$ cat src/rtl/pl5_pkg.sv
package pl5_pkg;

  typedef enum logic [1:0] {
    OP_ADD = 2'b00,
    OP_SUB = 2'b01,
    OP_MUL = 2'b10,
    OP_DIV = 2'b11
  } op_e;

endpackage

$ cat src/rtl/pl5_fetch.sv
module pl5_fetch #(
  parameter int DEPTH = 16,
  parameter int IW    = 11,
  localparam int IAW  = $clog2(DEPTH),
  localparam int PW   = $clog2(DEPTH + 1)
) (
  input  logic           clk,
  input  logic           rst,
  input  logic           ld_we_i,
  input  logic [IAW-1:0] ld_addr_i,
  input  logic [IW-1:0]  ld_data_i,
  input  logic [PW-1:0]  prog_len_i,
  input  logic           take_i,
  output logic           fd_valid_o,
  output logic [IW-1:0]  fd_instr_o,
  output logic [IAW-1:0] fd_idx_o,
  output logic           drained_o
);

  logic [IW-1:0] mem [DEPTH];
  logic [PW-1:0] pc;
  logic          fetch_en;

  assign drained_o = (pc >= prog_len_i);
  assign fetch_en  = !rst && !drained_o && (!fd_valid_o || take_i);

  // Buffer port: loads in reset only, synchronous read into the fetch register.
  always_ff @(posedge clk) begin
    if (rst && ld_we_i) begin
      mem[ld_addr_i] <= ld_data_i;
    end
    if (fetch_en) begin
      fd_instr_o <= mem[pc[IAW-1:0]];
    end
  end

  always_ff @(posedge clk) begin
    if (rst) begin
      pc         <= '0;
      fd_valid_o <= 1'b0;
      fd_idx_o   <= '0;
    end else if (fetch_en) begin
      pc         <= pc + 1'b1;
      fd_valid_o <= 1'b1;
      fd_idx_o   <= pc[IAW-1:0];
    end else if (take_i) begin
      fd_valid_o <= 1'b0;
    end
  end

  // a fetched instruction not taken by decode stays put.
  p_fetch_hold_r6 : assert property (@(posedge clk) disable iff (rst)
    (fd_valid_o && !take_i) |=> (fd_valid_o && $stable(fd_instr_o) && $stable(fd_idx_o)));

  // the fetch pointer never runs past the program.
  p_pc_bound_r6 : assert property (@(posedge clk) disable iff (rst)
    (pc <= prog_len_i) || $stable(pc));

endmodule

$ cat src/rtl/pl5_regfile.sv
module pl5_regfile #(
  parameter int NREG  = 8,
  parameter int XLEN  = 16,
  localparam int RIW  = $clog2(NREG)
) (
  input  logic                 clk,
  input  logic                 rst,
  input  logic                 ld_we_i,
  input  logic [RIW-1:0]       ld_addr_i,
  input  logic [XLEN-1:0]      ld_data_i,
  input  logic                 wr_en_i,
  input  logic [RIW-1:0]       wr_addr_i,
  input  logic [XLEN-1:0]      wr_data_i,
  input  logic [RIW-1:0]       ra_addr_i,
  output logic [XLEN-1:0]      ra_data_o,
  input  logic [RIW-1:0]       rb_addr_i,
  output logic [XLEN-1:0]      rb_data_o,
  output logic [NREG*XLEN-1:0] flat_o
);

  logic [XLEN-1:0] rf [NREG];

  always_ff @(posedge clk) begin
    if (rst) begin
      if (ld_we_i) begin
        rf[ld_addr_i] <= ld_data_i;
      end
    end else if (wr_en_i) begin
      rf[wr_addr_i] <= wr_data_i;
    end
  end

  // Write-through reads: a register written this cycle reads as its new value.
  always_comb begin
    ra_data_o = rf[ra_addr_i];
    rb_data_o = rf[rb_addr_i];
    if (wr_en_i && (wr_addr_i == ra_addr_i)) ra_data_o = wr_data_i;
    if (wr_en_i && (wr_addr_i == rb_addr_i)) rb_data_o = wr_data_i;
  end

  for (genvar g = 0; g < NREG; g++) begin : g_flat
    assign flat_o[g*XLEN +: XLEN] = rf[g];
  end

  // a write-back is visible in the register array on the next cycle.
  p_wb_lands_r8 : assert property (@(posedge clk) disable iff (rst)
    wr_en_i |=> (rf[$past(wr_addr_i)] == $past(wr_data_i)));

endmodule

$ cat src/rtl/pl5_exec.sv
module pl5_exec import pl5_pkg::*; #(
  parameter int XLEN    = 16,
  parameter int RIW     = 3,
  parameter int IAW     = 4,
  parameter int LAT_ALU = 1,
  parameter int LAT_MUL = 3,
  parameter int LAT_DIV = 6,
  localparam int LMAX   = (LAT_DIV > LAT_MUL) ? ((LAT_DIV > LAT_ALU) ? LAT_DIV : LAT_ALU)
                                              : ((LAT_MUL > LAT_ALU) ? LAT_MUL : LAT_ALU),
  localparam int LW     = $clog2(LMAX + 1)
) (
  input  logic            clk,
  input  logic            rst,
  input  logic            issue_i,
  input  op_e             op_i,
  input  logic [RIW-1:0]  rd_i,
  input  logic [XLEN-1:0] a_i,
  input  logic [XLEN-1:0] b_i,
  input  logic [IAW-1:0]  idx_i,
  output logic            ready_o,
  output logic            busy_o,
  output logic            done_o,
  output logic [XLEN-1:0] res_o,
  output logic [RIW-1:0]  rd_o,
  output logic [IAW-1:0]  idx_o
);

  function automatic logic [LW-1:0] lat_of(input op_e op);
    case (op)
      OP_MUL:  lat_of = LW'(LAT_MUL);
      OP_DIV:  lat_of = LW'(LAT_DIV);
      default: lat_of = LW'(LAT_ALU);
    endcase
  endfunction

  op_e             cur_op;
  logic [XLEN-1:0] opa, opb;
  logic [LW-1:0]   left;

  assign done_o  = busy_o && (left == LW'(1));
  assign ready_o = !busy_o || done_o;

  always_ff @(posedge clk) begin
    if (rst) begin
      busy_o <= 1'b0;
      left   <= '0;
    end else if (issue_i) begin
      busy_o <= 1'b1;
      left   <= lat_of(op_i);
    end else if (done_o) begin
      busy_o <= 1'b0;
      left   <= '0;
    end else if (busy_o) begin
      left   <= left - 1'b1;
    end
  end

  always_ff @(posedge clk) begin
    if (issue_i) begin
      cur_op <= op_i;
      rd_o   <= rd_i;
      idx_o  <= idx_i;
      opa    <= a_i;
      opb    <= b_i;
    end
  end

  always_comb begin
    case (cur_op)
      OP_ADD:  res_o = opa + opb;
      OP_SUB:  res_o = opa - opb;
      OP_MUL:  res_o = opa * opb;
      default: res_o = (opb == '0) ? '1 : (opa / opb);
    endcase
  end

  // Occupancy counted upward from issue, independently of the countdown.
  logic [LW-1:0] occ;
  always_ff @(posedge clk) begin
    if (rst)          occ <= '0;
    else if (issue_i) occ <= LW'(1);
    else if (busy_o)  occ <= occ + 1'b1;
  end

  // nothing issues into an occupied unit.
  p_issue_free_r6 : assert property (@(posedge clk) disable iff (rst)
    issue_i |-> (!busy_o || done_o));

  // an instruction in flight keeps its identity until it completes.
  p_inflight_hold_r6 : assert property (@(posedge clk) disable iff (rst)
    (busy_o && !done_o) |=> (busy_o && $stable(rd_o) && $stable(idx_o)));

  // completion comes exactly after the opcode's latency.
  p_latency_r5 : assert property (@(posedge clk) disable iff (rst)
    done_o |-> (occ == lat_of(cur_op)));

endmodule

$ cat src/rtl/pl5_core.sv
module pl5_core import pl5_pkg::*; #(
  parameter int NREG       = 8,
  parameter int XLEN       = 16,
  parameter int IMEM_DEPTH = 16,
  parameter int CW         = 32,
  parameter int LAT_ALU    = 1,
  parameter int LAT_MUL    = 3,
  parameter int LAT_DIV    = 6,
  localparam int RIW       = $clog2(NREG),
  localparam int IW        = 2 + 3 * RIW,
  localparam int IAW       = $clog2(IMEM_DEPTH),
  localparam int PW        = $clog2(IMEM_DEPTH + 1)
) (
  input  logic                 clk,
  input  logic                 rst,
  input  logic                 imem_we_i,
  input  logic [IAW-1:0]       imem_addr_i,
  input  logic [IW-1:0]        imem_data_i,
  input  logic                 rf_we_i,
  input  logic [RIW-1:0]       rf_addr_i,
  input  logic [XLEN-1:0]      rf_data_i,
  input  logic [PW-1:0]        prog_len_i,
  output logic [NREG*XLEN-1:0] regs_o,
  output logic                 retire_o,
  output logic [IAW-1:0]       retire_idx_o,
  output logic [CW-1:0]        cycles_o,
  output logic                 done_o
);

  // Fetch stage.
  logic           fd_valid, fd_take, drained;
  logic [IW-1:0]  fd_instr;
  logic [IAW-1:0] fd_idx;

  pl5_fetch #(.DEPTH(IMEM_DEPTH), .IW(IW)) u_fetch (
    .clk(clk), .rst(rst),
    .ld_we_i(imem_we_i), .ld_addr_i(imem_addr_i), .ld_data_i(imem_data_i),
    .prog_len_i(prog_len_i), .take_i(fd_take),
    .fd_valid_o(fd_valid), .fd_instr_o(fd_instr), .fd_idx_o(fd_idx),
    .drained_o(drained)
  );

  // Decode stage: split the word into fields for the operand stage.
  logic           do_valid, issue;
  op_e            do_op;
  logic [RIW-1:0] do_rd, do_rs1, do_rs2;
  logic [IAW-1:0] do_idx;

  assign fd_take = !do_valid || issue;

  always_ff @(posedge clk) begin
    if (rst) begin
      do_valid <= 1'b0;
    end else if (fd_take) begin
      do_valid <= fd_valid;
    end
  end

  always_ff @(posedge clk) begin
    if (fd_take && fd_valid) begin
      do_op  <= op_e'(fd_instr[IW-1 -: 2]);
      do_rd  <= fd_instr[3*RIW-1 -: RIW];
      do_rs1 <= fd_instr[2*RIW-1 -: RIW];
      do_rs2 <= fd_instr[RIW-1:0];
      do_idx <= fd_idx;
    end
  end

  // Operand stage: register reads, forwarding from the instruction leaving execute.
  logic            ex_ready, ex_busy, ex_done;
  logic [XLEN-1:0] ex_res;
  logic [RIW-1:0]  ex_rd;
  logic [IAW-1:0]  ex_idx;
  logic            wb_valid;
  logic [RIW-1:0]  wb_rd;
  logic [XLEN-1:0] wb_val;
  logic [IAW-1:0]  wb_idx;
  logic [XLEN-1:0] rf_a, rf_b, op_a, op_b;

  pl5_regfile #(.NREG(NREG), .XLEN(XLEN)) u_rf (
    .clk(clk), .rst(rst),
    .ld_we_i(rf_we_i), .ld_addr_i(rf_addr_i), .ld_data_i(rf_data_i),
    .wr_en_i(wb_valid), .wr_addr_i(wb_rd), .wr_data_i(wb_val),
    .ra_addr_i(do_rs1), .ra_data_o(rf_a),
    .rb_addr_i(do_rs2), .rb_data_o(rf_b),
    .flat_o(regs_o)
  );

  always_comb begin
    op_a = rf_a;
    op_b = rf_b;
    if (ex_done && (ex_rd == do_rs1)) op_a = ex_res;
    if (ex_done && (ex_rd == do_rs2)) op_b = ex_res;
  end

  assign issue = do_valid && ex_ready;

  pl5_exec #(
    .XLEN(XLEN), .RIW(RIW), .IAW(IAW),
    .LAT_ALU(LAT_ALU), .LAT_MUL(LAT_MUL), .LAT_DIV(LAT_DIV)
  ) u_exec (
    .clk(clk), .rst(rst),
    .issue_i(issue), .op_i(do_op), .rd_i(do_rd),
    .a_i(op_a), .b_i(op_b), .idx_i(do_idx),
    .ready_o(ex_ready), .busy_o(ex_busy), .done_o(ex_done),
    .res_o(ex_res), .rd_o(ex_rd), .idx_o(ex_idx)
  );

  // Write-back stage.
  always_ff @(posedge clk) begin
    if (rst) begin
      wb_valid <= 1'b0;
    end else begin
      wb_valid <= ex_done;
    end
  end

  always_ff @(posedge clk) begin
    if (ex_done) begin
      wb_rd  <= ex_rd;
      wb_val <= ex_res;
      wb_idx <= ex_idx;
    end
  end

  // Retire reporting, cycle count and halt.
  logic halt;
  assign halt = drained && !fd_valid && !do_valid && !ex_busy && !wb_valid;

  always_ff @(posedge clk) begin
    if (rst) begin
      retire_o     <= 1'b0;
      retire_idx_o <= '0;
      cycles_o     <= '0;
      done_o       <= 1'b0;
    end else begin
      retire_o <= wb_valid;
      if (wb_valid) retire_idx_o <= wb_idx;
      if (!halt) cycles_o <= cycles_o + 1'b1;
      done_o <= halt;
    end
  end

  // an operand-stage instruction blocked by execute keeps its contents.
  p_operand_hold_r6 : assert property (@(posedge clk) disable iff (rst)
    (do_valid && !issue) |=> (do_valid && $stable(do_idx) && $stable(do_rd)));

  // once done, the flag stays high and the count is frozen.
  p_done_frozen_r10 : assert property (@(posedge clk) disable iff (rst)
    done_o |=> (done_o && $stable(cycles_o)));

  // while work remains, the count advances by one per cycle.
  p_count_step_r10 : assert property (@(posedge clk) disable iff (rst)
    (!halt && !done_o) |=> (cycles_o == $past(cycles_o) + 1'b1));

  // nothing retires after the done flag.
  p_quiet_after_done_r9 : assert property (@(posedge clk) disable iff (rst)
    done_o |-> !retire_o);

  // write-back data always comes from a completion in the previous cycle.
  p_wb_from_exec_r7 : assert property (@(posedge clk) disable iff (rst)
    wb_valid |-> $past(ex_done));

endmodule

$ cat config.mk
export PLATFORM = sky130hd
export DESIGN_NAME = pl5_core
export DESIGN_NICKNAME = d
export VERILOG_FILES = /design/src/rtl/pl5_pkg.sv /design/src/rtl/pl5_fetch.sv /design/src/rtl/pl5_regfile.sv /design/src/rtl/pl5_exec.sv /design/src/rtl/pl5_core.sv
export SDC_FILE = /design/constraint.sdc
export NUM_CORES = 1
export LEC_CHECK = 0
export BUFFER_PORTS_ARGS = -buffer_cell sky130_fd_sc_hd__buf_2
export CORE_UTILIZATION = 48
export DETAILED_ROUTE_END_ITERATION = 6
export PLACE_DENSITY = 0.72
export SETUP_SLACK_MARGIN = 0.15
export SYNTH_ARGS = -nofsm -noshare
export SYNTH_HDL_FRONTEND = slang
export SYNTH_HIERARCHICAL = 1
export SYNTH_SLANG_ARGS = --single-unit
$ cat constraint.sdc
create_clock -name clk -period 25.6 [get_ports clk]
set_input_delay 2.56 -clock clk [delete_from_list [all_inputs] [get_ports clk]]
set_output_delay 2.56 -clock clk [all_outputs]
set_load 0.03 [all_outputs]
==> summary.md, run 1 <==
| Metric | Value |
|---|---|
| Clock Latency Late Sink | `0.58 ns` |
| Seq/Total Area, Yosys | `41.2%` |
| Commonest cells post-synth | `edfxtp_1, ha_1, nand2_1, inv_1, nor2_1` |
| CP required | `25.91 ns` |
| Power Dens Cells | `83.6 nW/µm²` |
| Ys flop type | `edfxtp_1` |
| Remaining Overflow, GRT | `0` |
| Antenna-violating nets left | `0` |
| Most frequent CP cell | `ha_1` |
| Area leader, netlist | `edfxtp_1` |
| Post-Syn Area | `31,400 µm²` |
| # nets final | `3,313` |
| #FFs+latches synth | `448` |
| Clock tree root buffer cell | `clkbuf_16` |
| Initial antenna violation count | `5` |
| Total Routing Usage GR | `27.2%` |
| Worst Skew | `0.0321 ns` |
| TNS Setup | `0 ns` |
| Run status | `completed` |
| Wire per inst | `23.9 µm` |
| Worst-margin pin slew | `1.28 ns` |
| 1st-iter DRT viols | `2,024` |
| Yosys top cell area share | `37.7%` |
| Pleak | `0.0145 µW` |
| Routing usage on met3 | `3.27%` |
| Largest net degree at the start of global routing | `54` |
| CTS hold repair buffers | `0` |
| Synth cell types | `106` |
| Placement Rows | `93` |
| DIE WIDTH | `258 µm` |
| Crit path launch type | `flop` |
| Met1 usage | `36.0%` |
| Worst Path Arrival | `25.13 ns` |
| Vias per inst | `6.19` |
| Top cells by area, synth | `edfxtp_1, ha_1, mux4_1` |
| DIE AREA | `66,400 µm²` |
| Synth Net Count | `2,979` |
| Final hold violations | `0` |
| Vias in the first global route | `24,000` |
| Critical path class | `flop to flop` |
| Pre-antenna DRT Iters | `6` |
| Count leader, synth | `edfxtp_1` |
| Number of I/O port buffers | `208` |
| Fin. max-slew vios | `0` |
| Area of the core | `64,500 µm²` |
| Residual DRC | `0` |
| CP Capture Type | `flop` |
| Hold/Removal Path Class | `flop to flop` |
| Master of the slowest instance on the critical path | `or4b_1` |
| Final period utilization | `97.0%` |
| EDFF count, synth | `394` |
| RePlAce Congestion | `0.965` |
| Fin util | `57.2%` |
| Largest stage delay, worst path | `0.56 ns` |
| Max_cap viols | `0` |
| Initial core utilization | `48.7%` |
| Clock-pin slew on the worst setup and hold paths | `0.06 ns` |
| DR vias | `24,000` |
| Final WL | `92.4 mm` |
| Share of layout cells above drive strength 1 | `28.1%` |
| First-pass GRT wire length | `140 mm` |
| Area growth syn-to-layout | `17.5%` |
| Peak VDD IR | `130 µV` |
| Reg2reg setup slack | `0.78 ns` |
| Post-layout min period | `24.82 ns` |
| Clock Sinks | `448` |
| Worst slew margin | `14.1%` |
| GR peak layer | `met2` |
| DP HPWL | `65.6 mm` |
| Ys Warns | `6` |
| Bufs on Longest Clock Path | `3` |
| GRT met2 Usage | `45.6%` |
| Max Freq | `40.3 MHz` |
| Mean Syn Cell Area | `11.9 µm²` |
| # setup viols final | `0` |
| CTS tree | `built` |
| Crit Path Max Fanout | `11` |
| Cells after Synth | `2,641` |
| CTS buffer count | `44` |
| Die Y-Extent | `258 µm` |
| Io pins | `209` |
| # H-tree levels | `2` |
| FFs w/ async S/R, synth | `0%` |
[where the power goes]
part	switching, µW	internal, µW
Sequential	26.6	833
Combinational	870	688
Clock	274	391
[sequential cells by signal, summed over array words and instances, names as in the netlist, 5 cells and up]
register            count
u_fetch/mem           176
u_fetch/pc              5
wb_val                 16
u_fetch/fd_instr_o     11
cycles_o               32
u_rf/rf               128
u_exec/opa             16
u_exec/opb             16
[layer usage]
| metal | up-vias | part of all wire [%] |
|---|---|---|
| met5 | - | 0 |
| met4 | 0 | 4.2 |
| met3 | 246 | 7.8 |
| met2 | 1140 | 49 |
| met1 | 11900 | 39 |
| li1 | 10600 | - |
[metrics by stage]
step | hold WS, ns | power [µW] | std cells | worst slack [ns] | area [µm²]
after global placement | 0.400 | 2330 | 3743 | -0.457 | 34100
after detailed placement | 0.405 | 2340 | 3743 | -1.03 | 34100
after global routing | 0.422 | 3280 | 3868 | -0.142 | 36900
after floorplan | 0.400 | 1980 | 2641 | 0.151 | 31400
final | 0.409 | 3080 | 3870 | 0.779 | 36900
after CTS | 0.408 | 3030 | 3827 | 0.170 | 35800
[kinds of logic after synthesis]
family / after synthesis / synth area share [%]
adder cells (fa/ha/maj): 295 / 13.7
XOR/XNOR: 151 / 4.22
multiplexers: 276 / 15.1
AO/OA/AOI/OAI: 483 / 10.5
AND/OR/NAND/NOR: 696 / 11.1
buffers and inverters: 292 / 4.22
flip-flops: 448 / 41.2
[cell type report]
| type | instances | area, µm² |
|---|---|---|
| Tap cell | 855 | 1070 |
| Fill cell | 5188 | 27600 |
| Clock buffer | 58 | 1220 |
| Antenna cell | 6 | 15.0 |
| Sequential cell | 448 | 12900 |
| Multi-Input combinational cell | 1901 | 18200 |
| Inverter | 179 | 674 |
| Timing Repair Buffer | 401 | 2540 |
| Clock inverter | 22 | 277 |
[worst max-delay path: cells and delay by family (launching register included)]
kind	cells	cell delay [ns]
buf+inv	11	1.74
mux	4	1.20
simple gates	31	6.36
flops	1	0.44
fa+ha+maj	15	4.42
compound gates	53	10.37
[placed cells by master, fill, tap and decap left out, types with 73 or more instances in the layout]
master    instances
mux4_1           73
nor2_1          167
nand2_1         181
fa_1             81
edfxtp_1        394
a21oi_1         104
buf_2           208
buf_4           183
inv_1           174
ha_1            200
mux2_2          120
xnor2_1          96
[timing repair]
item / CTS / global route
cloned: 0 / 0
buffers inserted: 4 / 37
hold endpoints to repair: 0 / 0
pin swaps: 8 / 70
endpoints found under the setup margin: 3 / 6
resized for setup: 32 / 156
[path summary, 6_finish.rpt]
kind / startpoint / endpoint / depth (start not counted)
max reg2reg: u_exec/opb[9] / u_exec/opa[0] / 114
max: u_exec/opb[9] / u_exec/opa[0] / 114
min reg2reg: do_rd[2] / u_exec/rd_o[2] / 0
min: do_rd[2] / u_exec/rd_o[2] / 0
Power figures use the tool's default switching activity.
==> run 2: changes to the inputs <==
--- a/config.mk
+++ b/config.mk
@@ -12,5 +12,4 @@
 export SETUP_SLACK_MARGIN = 0.15
 export SYNTH_ARGS = -nofsm -noshare
 export SYNTH_HDL_FRONTEND = slang
-export SYNTH_HIERARCHICAL = 1
 export SYNTH_SLANG_ARGS = --single-unit
==> run 2 against run 1 <==
Sequential share of layout area is 0.28 points lower. Combinational power rose by 21%. Synthesized cell count up 6.8%. Largest power group unchanged. Via count grew 5.0%. Non-clock buffer count is 33 higher. Fmax hardly changed. Critical endpoint is now u_exec.opb[0]. Power increased by 10%. Clock power shrank 4.1%. Register-to-register slack about the same. Die area down 0.67%.
==> summary.md, run 2 <==
| Metric | Value |
|---|---|
| Run status | `completed` |
| Levels on crit path | `121` |
| Total Routing Usage GR | `28.1%` |
| Initial antenna violation count | `6` |
| Post-route cell area | `37,500 µm²` |
| CP Capture Type | `flop` |
| Most common cell after layout, fill and taps aside | `edfxtp_1` |
| Cells after Synth | `2,820` |
| First-pass GRT wire length | `145 mm` |
| Worst path top cell family by delay | `compound AO/OA/AOI/OAI gates` |
| RePlAce Congestion | `0.980` |
| Synth Net Count | `3,158` |
| Final hold violations | `0` |
| DP HPWL | `67.8 mm` |
| Most frequent cells in the layout | `edfxtp_1, nand2_1, nor2_1` |
| CTS hold repair buffers | `0` |
| Residual DRC | `0` |
| Area growth syn-to-layout | `20.4%` |
| GR peak layer | `met2` |
| Crit path launch type | `flop` |
| EDFF count, synth | `394` |
| Area of the core | `64,300 µm²` |
| Remaining Overflow, GRT | `0` |
| CP required | `25.88 ns` |
| Hold path start | `u_fetch.fd_instr_o[10]` |
| Vias in the first global route | `25,200` |
| Largest stage delay, worst path | `0.55 ns` |
| Commonest cells post-synth | `edfxtp_1, nand2_1, nor2_1, ha_1, inv_1` |
| Pre-antenna DRT Iters | `6` |
| Worst Path Arrival | `25.11 ns` |
| Ys flop type | `edfxtp_1` |
| Clock tree root buffer cell | `clkbuf_16` |
| Max reg flops | `176` |
| Routing usage on met3 | `6.19%` |
| Clock Sinks | `454` |
| Reg2reg setup slack | `0.77 ns` |
| Bufs on Longest Clock Path | `3` |
| Yosys top cell area share | `38.0%` |
| Area after DPL | `34,000 µm²` |
| Max_cap viols | `0` |
| Register area | `13,000 µm²` |
| Reg-to-Reg Start | `u_exec.opb[8]` |
| Ys Warns | `0` |
| Vias per inst | `6.19` |
| Io pins | `209` |
| Wire per inst | `23.6 µm` |
| 1st-iter DRT viols | `2,220` |
| Area leader, netlist | `edfxtp_1` |
| # setup viols final | `0` |
| Worst setup path startpoint | `u_exec.opb[8]` |
| Die Y-Extent | `257 µm` |
| Max Freq | `40.3 MHz` |
| FF-to-FF End | `u_exec.opb[0]` |
| Power Dens Cells | `90.7 nW/µm²` |
| R2R depth | `121` |
| Final WL | `96.1 mm` |
| Top cells by area, synth | `edfxtp_1, mux4_2, ha_1` |
| Fin. max-slew vios | `0` |
| Pleak | `0.0147 µW` |
| Count leader, synth | `edfxtp_1` |
| CTS buffer count | `40` |
| FFs w/ async S/R, synth | `0%` |
| RSZ-0062 raised after global routing | `yes` |
| Clock-pin slew on the worst setup and hold paths | `0.07 ns` |
| Post-Syn Area | `31,200 µm²` |
| DR vias | `25,200` |
| #FFs+latches synth | `454` |
| DIE WIDTH | `257 µm` |
| Critical path class | `flop to flop` |
| CTS tree | `built` |
| Worst Hold Depth | `0` |
| Area of the multi-input gates | `18,500 µm²` |
| Worst slew margin | `13.5%` |
| GRT met2 Usage | `46.9%` |
| Most frequent CP cell | `buf_4` |
| Placement Rows | `93` |
| Synth cell types | `93` |
| Post-layout min period | `24.83 ns` |
| Number of I/O port buffers | `208` |
| Peak VDD IR | `100 µV` |
| Met1 usage | `36.0%` |
| Crit Path Max Fanout | `8` |
| Master of the slowest instance on the critical path | `or4_4` |
| Share of layout cells above drive strength 1 | `28.1%` |
| Initial core utilization | `48.4%` |
| Top flop regs | `u_fetch.mem x176, u_rf.rf x128, cycles_o x32` |
| Hold/Removal Path Class | `flop to flop` |
| Worst Skew | `0.0174 ns` |
| Clock Latency Late Sink | `0.55 ns` |
| Top reg by flops | `u_fetch.mem` |
| Filler instances | `5,117` |
| WP buf/inv | `18` |
| Largest net degree at the start of global routing | `62` |
| Seq/Total Area, Yosys | `41.8%` |
| # H-tree levels | `2` |
| Mean Syn Cell Area | `11.1 µm²` |
| Worst Hold Path EP | `do_op[1]` |
| Fin util | `58.3%` |
| Antenna-violating nets left | `0` |
| DIE AREA | `66,000 µm²` |
| # nets final | `3,515` |
| Final period utilization | `97.0%` |
| Worst-margin pin slew | `1.29 ns` |
==> run 2: layout make-up <==
cell class	count	share of cell area, %
Tap cell	855	2.85
Inverter	202	2.03
Antenna cell	2	0.0133
Multi-Input combinational cell	2045	49.2
Timing Repair Buffer	434	7.41
Sequential cell	454	34.7
Clock inverter	29	0.957
Clock buffer	45	2.77
==> run 2: layer usage <==
layer,vias up,wire length [µm]
met5,-,48
met1,12400,37300
met2,1363,45800
li1,11100,-
met4,8,3640
met3,296,9270
==> run 2: power by group <==
group	internal (µW)	leakage (µW)	switching, µW
clock	368	0.000691	270
sequential	847	0.00408	30.4
combinational	834	0.00990	1060
==> run 2: kinds of logic (layout without fill, tap and decap cells) <==
group	after synthesis	in the layout	share of synthesized area, %
xor gates and xnor gates	169	169	4.79
DFF	454	454	41.8
adders and majority gates	295	295	13.8
buffers and inverters	322	710	3.97
other	0	2	0
AOI/OAI and AO/OA	532	532	11.4
muxes	218	218	11.9
and+or+nand+nor	830	831	12.4
==> run 2: worst max path at each step <==
stage	endpoint	slack, ns
finish	u_exec.opb[0]	0.77
global route	u_exec.opa[0]	-0.32
CTS	u_exec.opb[0]	0.16
detailed placement	u_exec.opa[0]	-1.25
global placement	u_exec.opb[0]	-0.60
floorplan	u_exec.opa[0]	0.20
==> run 2: what timing repair did <==
item	4_1_cts	5_1_grt
gates cloned	1	1
setup buffers	16	64
gates resized for setup	72	222
endpoints found under the setup margin	6	6
pin swaps	24	105
==> run 2: through the flow <==
stage | setup slack (ns) | instances | total power [µW] | setup TNS (ns) | hold slack, ns
after floorplan | 0.202 | 2820 | 2180 | 0 | 0.400
after global placement | -0.602 | 3908 | 2600 | -1.75 | 0.405
after detailed placement | -1.25 | 3908 | 2620 | -3.81 | 0.406
after CTS | 0.156 | 3999 | 3300 | 0 | 0.428
after global routing | -0.318 | 4064 | 3610 | -0.882 | 0.433
final | 0.766 | 4066 | 3400 | 0 | 0.427
==> run 3: changes to the inputs <==
--- a/config.mk
+++ b/config.mk
@@ -5,6 +5,7 @@
 export SDC_FILE = /design/constraint.sdc
 export NUM_CORES = 1
 export LEC_CHECK = 0
+export ABC_AREA = 1
 export BUFFER_PORTS_ARGS = -buffer_cell sky130_fd_sc_hd__buf_2
 export CORE_UTILIZATION = 48
 export DETAILED_ROUTE_END_ITERATION = 6
==> run 3 against run 2 <==
Global-route usage fell by 0.31 points. Die area rose by 2.8%. Synthesized cell count rose by 38%. Worst hold slack got worse by 0.016 ns. Core utilization fell by 2.4 points. Sequential power rose by 5.6%. Power rose by 32%. Highest routed layer is now met4.
==> summary.md, run 3 <==
| Metric | Value |
|---|---|
| Area growth syn-to-layout | `14.9%` |
| Placed insts | `4,872` |
| Post-Synth Adder-Cell Area | `13.4%` |
| Reg2reg setup slack | `1.81 ns` |
| DIE AREA | `67,800 µm²` |
| Simple-gate share of the synthesized area | `20.4%` |
| Share of layout cells above drive strength 1 | `15.7%` |
| Max Freq | `42.0 MHz` |
| Io pins | `209` |
| Mean Syn Cell Area | `8.26 µm²` |
| Crit path launch type | `flop` |
| Largest net degree at the start of global routing | `94` |
| Worst Hold Depth | `0` |
| # setup viols final | `0` |
| FF-to-FF End | `u_exec.opa[0]` |
| Yosys top cell area share | `36.9%` |
| Reg-to-Reg Start | `u_exec.opb[9]` |
| Max_cap viols | `0` |
| RePlAce Congestion | `0.985` |
| # nets final | `4,452` |
| Power Dens Cells | `122 nW/µm²` |
| Vias in the first global route | `26,100` |
| Crit Path Max Fanout | `15` |
| #FFs+latches synth | `454` |
| Worst-margin pin slew | `1.17 ns` |
| Seq/Total Area, Yosys | `40.7%` |
| Critical path class | `flop to flop` |
| Worst Skew | `0.0587 ns` |
| Ys Warns | `0` |
| Pre-antenna DRT Iters | `6` |
| Fin cells | `5,016` |
| Clock Latency Late Sink | `0.63 ns` |
| Fin. max-slew vios | `0` |
| Largest stage delay, worst path | `0.50 ns` |
| Post-Syn Area | `32,000 µm²` |
| TNS Setup | `0 ns` |
| Worst Path Arrival | `24.15 ns` |
| DR vias | `28,300` |
| DIE WIDTH | `260 µm` |
| Max reg flops | `176` |
| Most frequent CP cell | `nand2_1` |
| Peak VDD IR | `179 µV` |
| Synth cell types | `60` |
| DP HPWL | `68.6 mm` |
| Clock tree root buffer cell | `clkbuf_16` |
| Count leader, synth | `nand2_1` |
| Area of the core | `65,900 µm²` |
| Vias per inst | `5.65` |
| Number of I/O port buffers | `208` |
| Cells after Synth | `3,879` |
| Ys flop type | `edfxtp_1` |
| Most frequent cells in the layout | `nand2_1, inv_1, edfxtp_1` |
| Top flop regs | `u_fetch.mem x176, u_rf.rf x128, cycles_o x32` |
| First-pass GRT wire length | `147 mm` |
| Total Routing Usage GR | `27.8%` |
| 1st-iter DRT viols | `2,878` |
| Hold path start | `do_op[0]` |
| Final WL | `97.4 mm` |
| Die Y-Extent | `260 µm` |
| Post-layout min period | `23.79 ns` |
| Synth Net Count | `4,217` |
| Largest family of logic cells by synthesized area | `simple AND/OR/NAND/NOR gates` |
| Pleak | `0.0164 µW` |
| XOR/XNOR Fraction of Synth Area | `2.90%` |
| CTS tree | `built` |
| Remaining Overflow, GRT | `0` |
| Clock Sinks | `454` |
| Area leader, netlist | `edfxtp_1` |
| Final hold violations | `0` |
| Clock-pin slew on the worst setup and hold paths | `0.07 ns` |
| Most common cell after layout, fill and taps aside | `nand2_1` |
| R2R depth | `178` |
| Master of the slowest instance on the critical path | `edfxtp_1` |
| Final period utilization | `92.9%` |
| FFs w/ async S/R, synth | `0%` |
| Multiplexer area fraction after synthesis | `0.105%` |
| CP required | `25.96 ns` |
| CTS buffer count | `48` |
| Worst slew margin | `21.7%` |
| Compound-Gate Fraction of Synth Area | `14.0%` |
| EDFF count, synth | `394` |
| Top cells by area, synth | `edfxtp_1, nand2_1, ha_1` |
| Worst Hold Path EP | `u_exec.cur_op[0]` |
| Antenna-violating nets left | `0` |
| Wire per inst | `19.4 µm` |
| CP Capture Type | `flop` |
| Residual DRC | `0` |
| Run status | `completed` |
| Hold/Removal Path Class | `flop to flop` |
| # H-tree levels | `2` |
| Initial core utilization | `48.7%` |
| Top reg by flops | `u_fetch.mem` |
| Bufs on Longest Clock Path | `3` |
| Placement Rows | `94` |
| Commonest cells post-synth | `nand2_1, inv_1, edfxtp_1, o21ai_0, nor2_1` |
| Initial antenna violation count | `2` |
==> run 3: changes by cell type after synthesis, moves of 80 or more <==
| cell | previous run | this run |
|---|---|---|
| inv_1 | 197 | 535 |
| mux4_2 | 119 | 0 |
| nand2_1 | 288 | 812 |
| nand3_1 | 55 | 201 |
| o21ai_0 | 117 | 357 |
| xnor2_1 | 115 | 35 |
==> run 3: power by group <==
group	switching (µW)	internal, µW	total [µW]
clock	299	376	676
sequential	38.4	888	927
combinational	1810	1080	2890
==> run 3: final cells by class <==
class / instances / area [µm²]
Clock inverter: 21 / 170
Tap cell: 864 / 1080
Inverter: 566 / 2150
Timing Repair Buffer: 337 / 2020
Antenna cell: 3 / 7.51
Sequential cell: 454 / 13000
Multi-Input combinational cell: 2706 / 17000
Fill cell: 5930 / 29000
Timing Repair inverter: 1 / 7.51
Clock buffer: 64 / 1330
==> run 3: stage by stage <==
step	utilization [%]	total power [µW]	instance area, µm²	worst slack [ns]	hold WS (ns)
3_3_place_gp	51.9	3640	34200	0.102	0.402
3_5_place_dp	51.9	3670	34200	-0.514	0.405
5_1_grt	55.9	4910	36800	-0.251	0.434
4_1_cts	54.2	4360	35700	0.176	0.416
2_1_floorplan	-	2990	32000	3.08	0.400
6_report	55.9	4490	36800	1.81	0.411
==> run 3: logic make-up (layout without fill, tap and decap cells) <==
| family | Yosys count | count (layout) |
|---|---|---|
| compound gates | 800 | 800 |
| other cells | 0 | 3 |
| fa+ha+maj | 295 | 295 |
| mux | 3 | 3 |
| flops | 454 | 454 |
| xor+xnor | 106 | 106 |
| simple gates | 1501 | 1502 |
| buf+inv | 720 | 989 |
==> run 3: what timing repair did <==
item                                    4_1_cts  5_1_grt
setup buffers                                 6       48
pin swaps                                     1       34
hold buffers                                  0        0
endpoints found under the setup margin        3        6
resized for setup                             4      146
cloned                                        0        2
==> run 3: worst max-delay path by stage <==
| stage | start | to | slack, ns | cells after the start |
|---|---|---|---|---|
| floorplan | u_exec.opb[0] | u_exec.opb[0] | 3.08 | 191 |
| global placement | u_exec.opb[7] | u_exec.opb[0] | 0.10 | 179 |
| detailed placement | u_exec.opb[7] | u_exec.opa[0] | -0.51 | 172 |
| CTS | u_exec.opb[7] | u_exec.opa[0] | 0.18 | 176 |
| global route | u_exec.opb[11] | u_exec.opb[0] | -0.25 | 183 |
| finish | u_exec.opb[9] | u_exec.opa[0] | 1.81 | 178 |
==> run 3: metal layers <==
metal	share of wire [%]	vias up	global-route usage, %	wire length, µm
met2	46	1176	44.7	45100
met3	7.5	266	3.58	7310
met5	0	-	0	0
met1	41	13400	37.5	40400
met4	4.8	0	12.6	4630
li1	-	13500	-	-
==> run 3: critical path: cells and delay by family, from the launching register on <==
| family | cells | cell delay (ns) |
|---|---|---|
| buffers and inverters | 21 | 1.78 |
| DFF | 1 | 0.50 |
| and+or+nand+nor | 105 | 11.89 |
| xor gates and xnor gates | 2 | 0.35 |
| adders and majority gates | 15 | 4.39 |
| AOI/OAI and AO/OA | 35 | 4.56 |
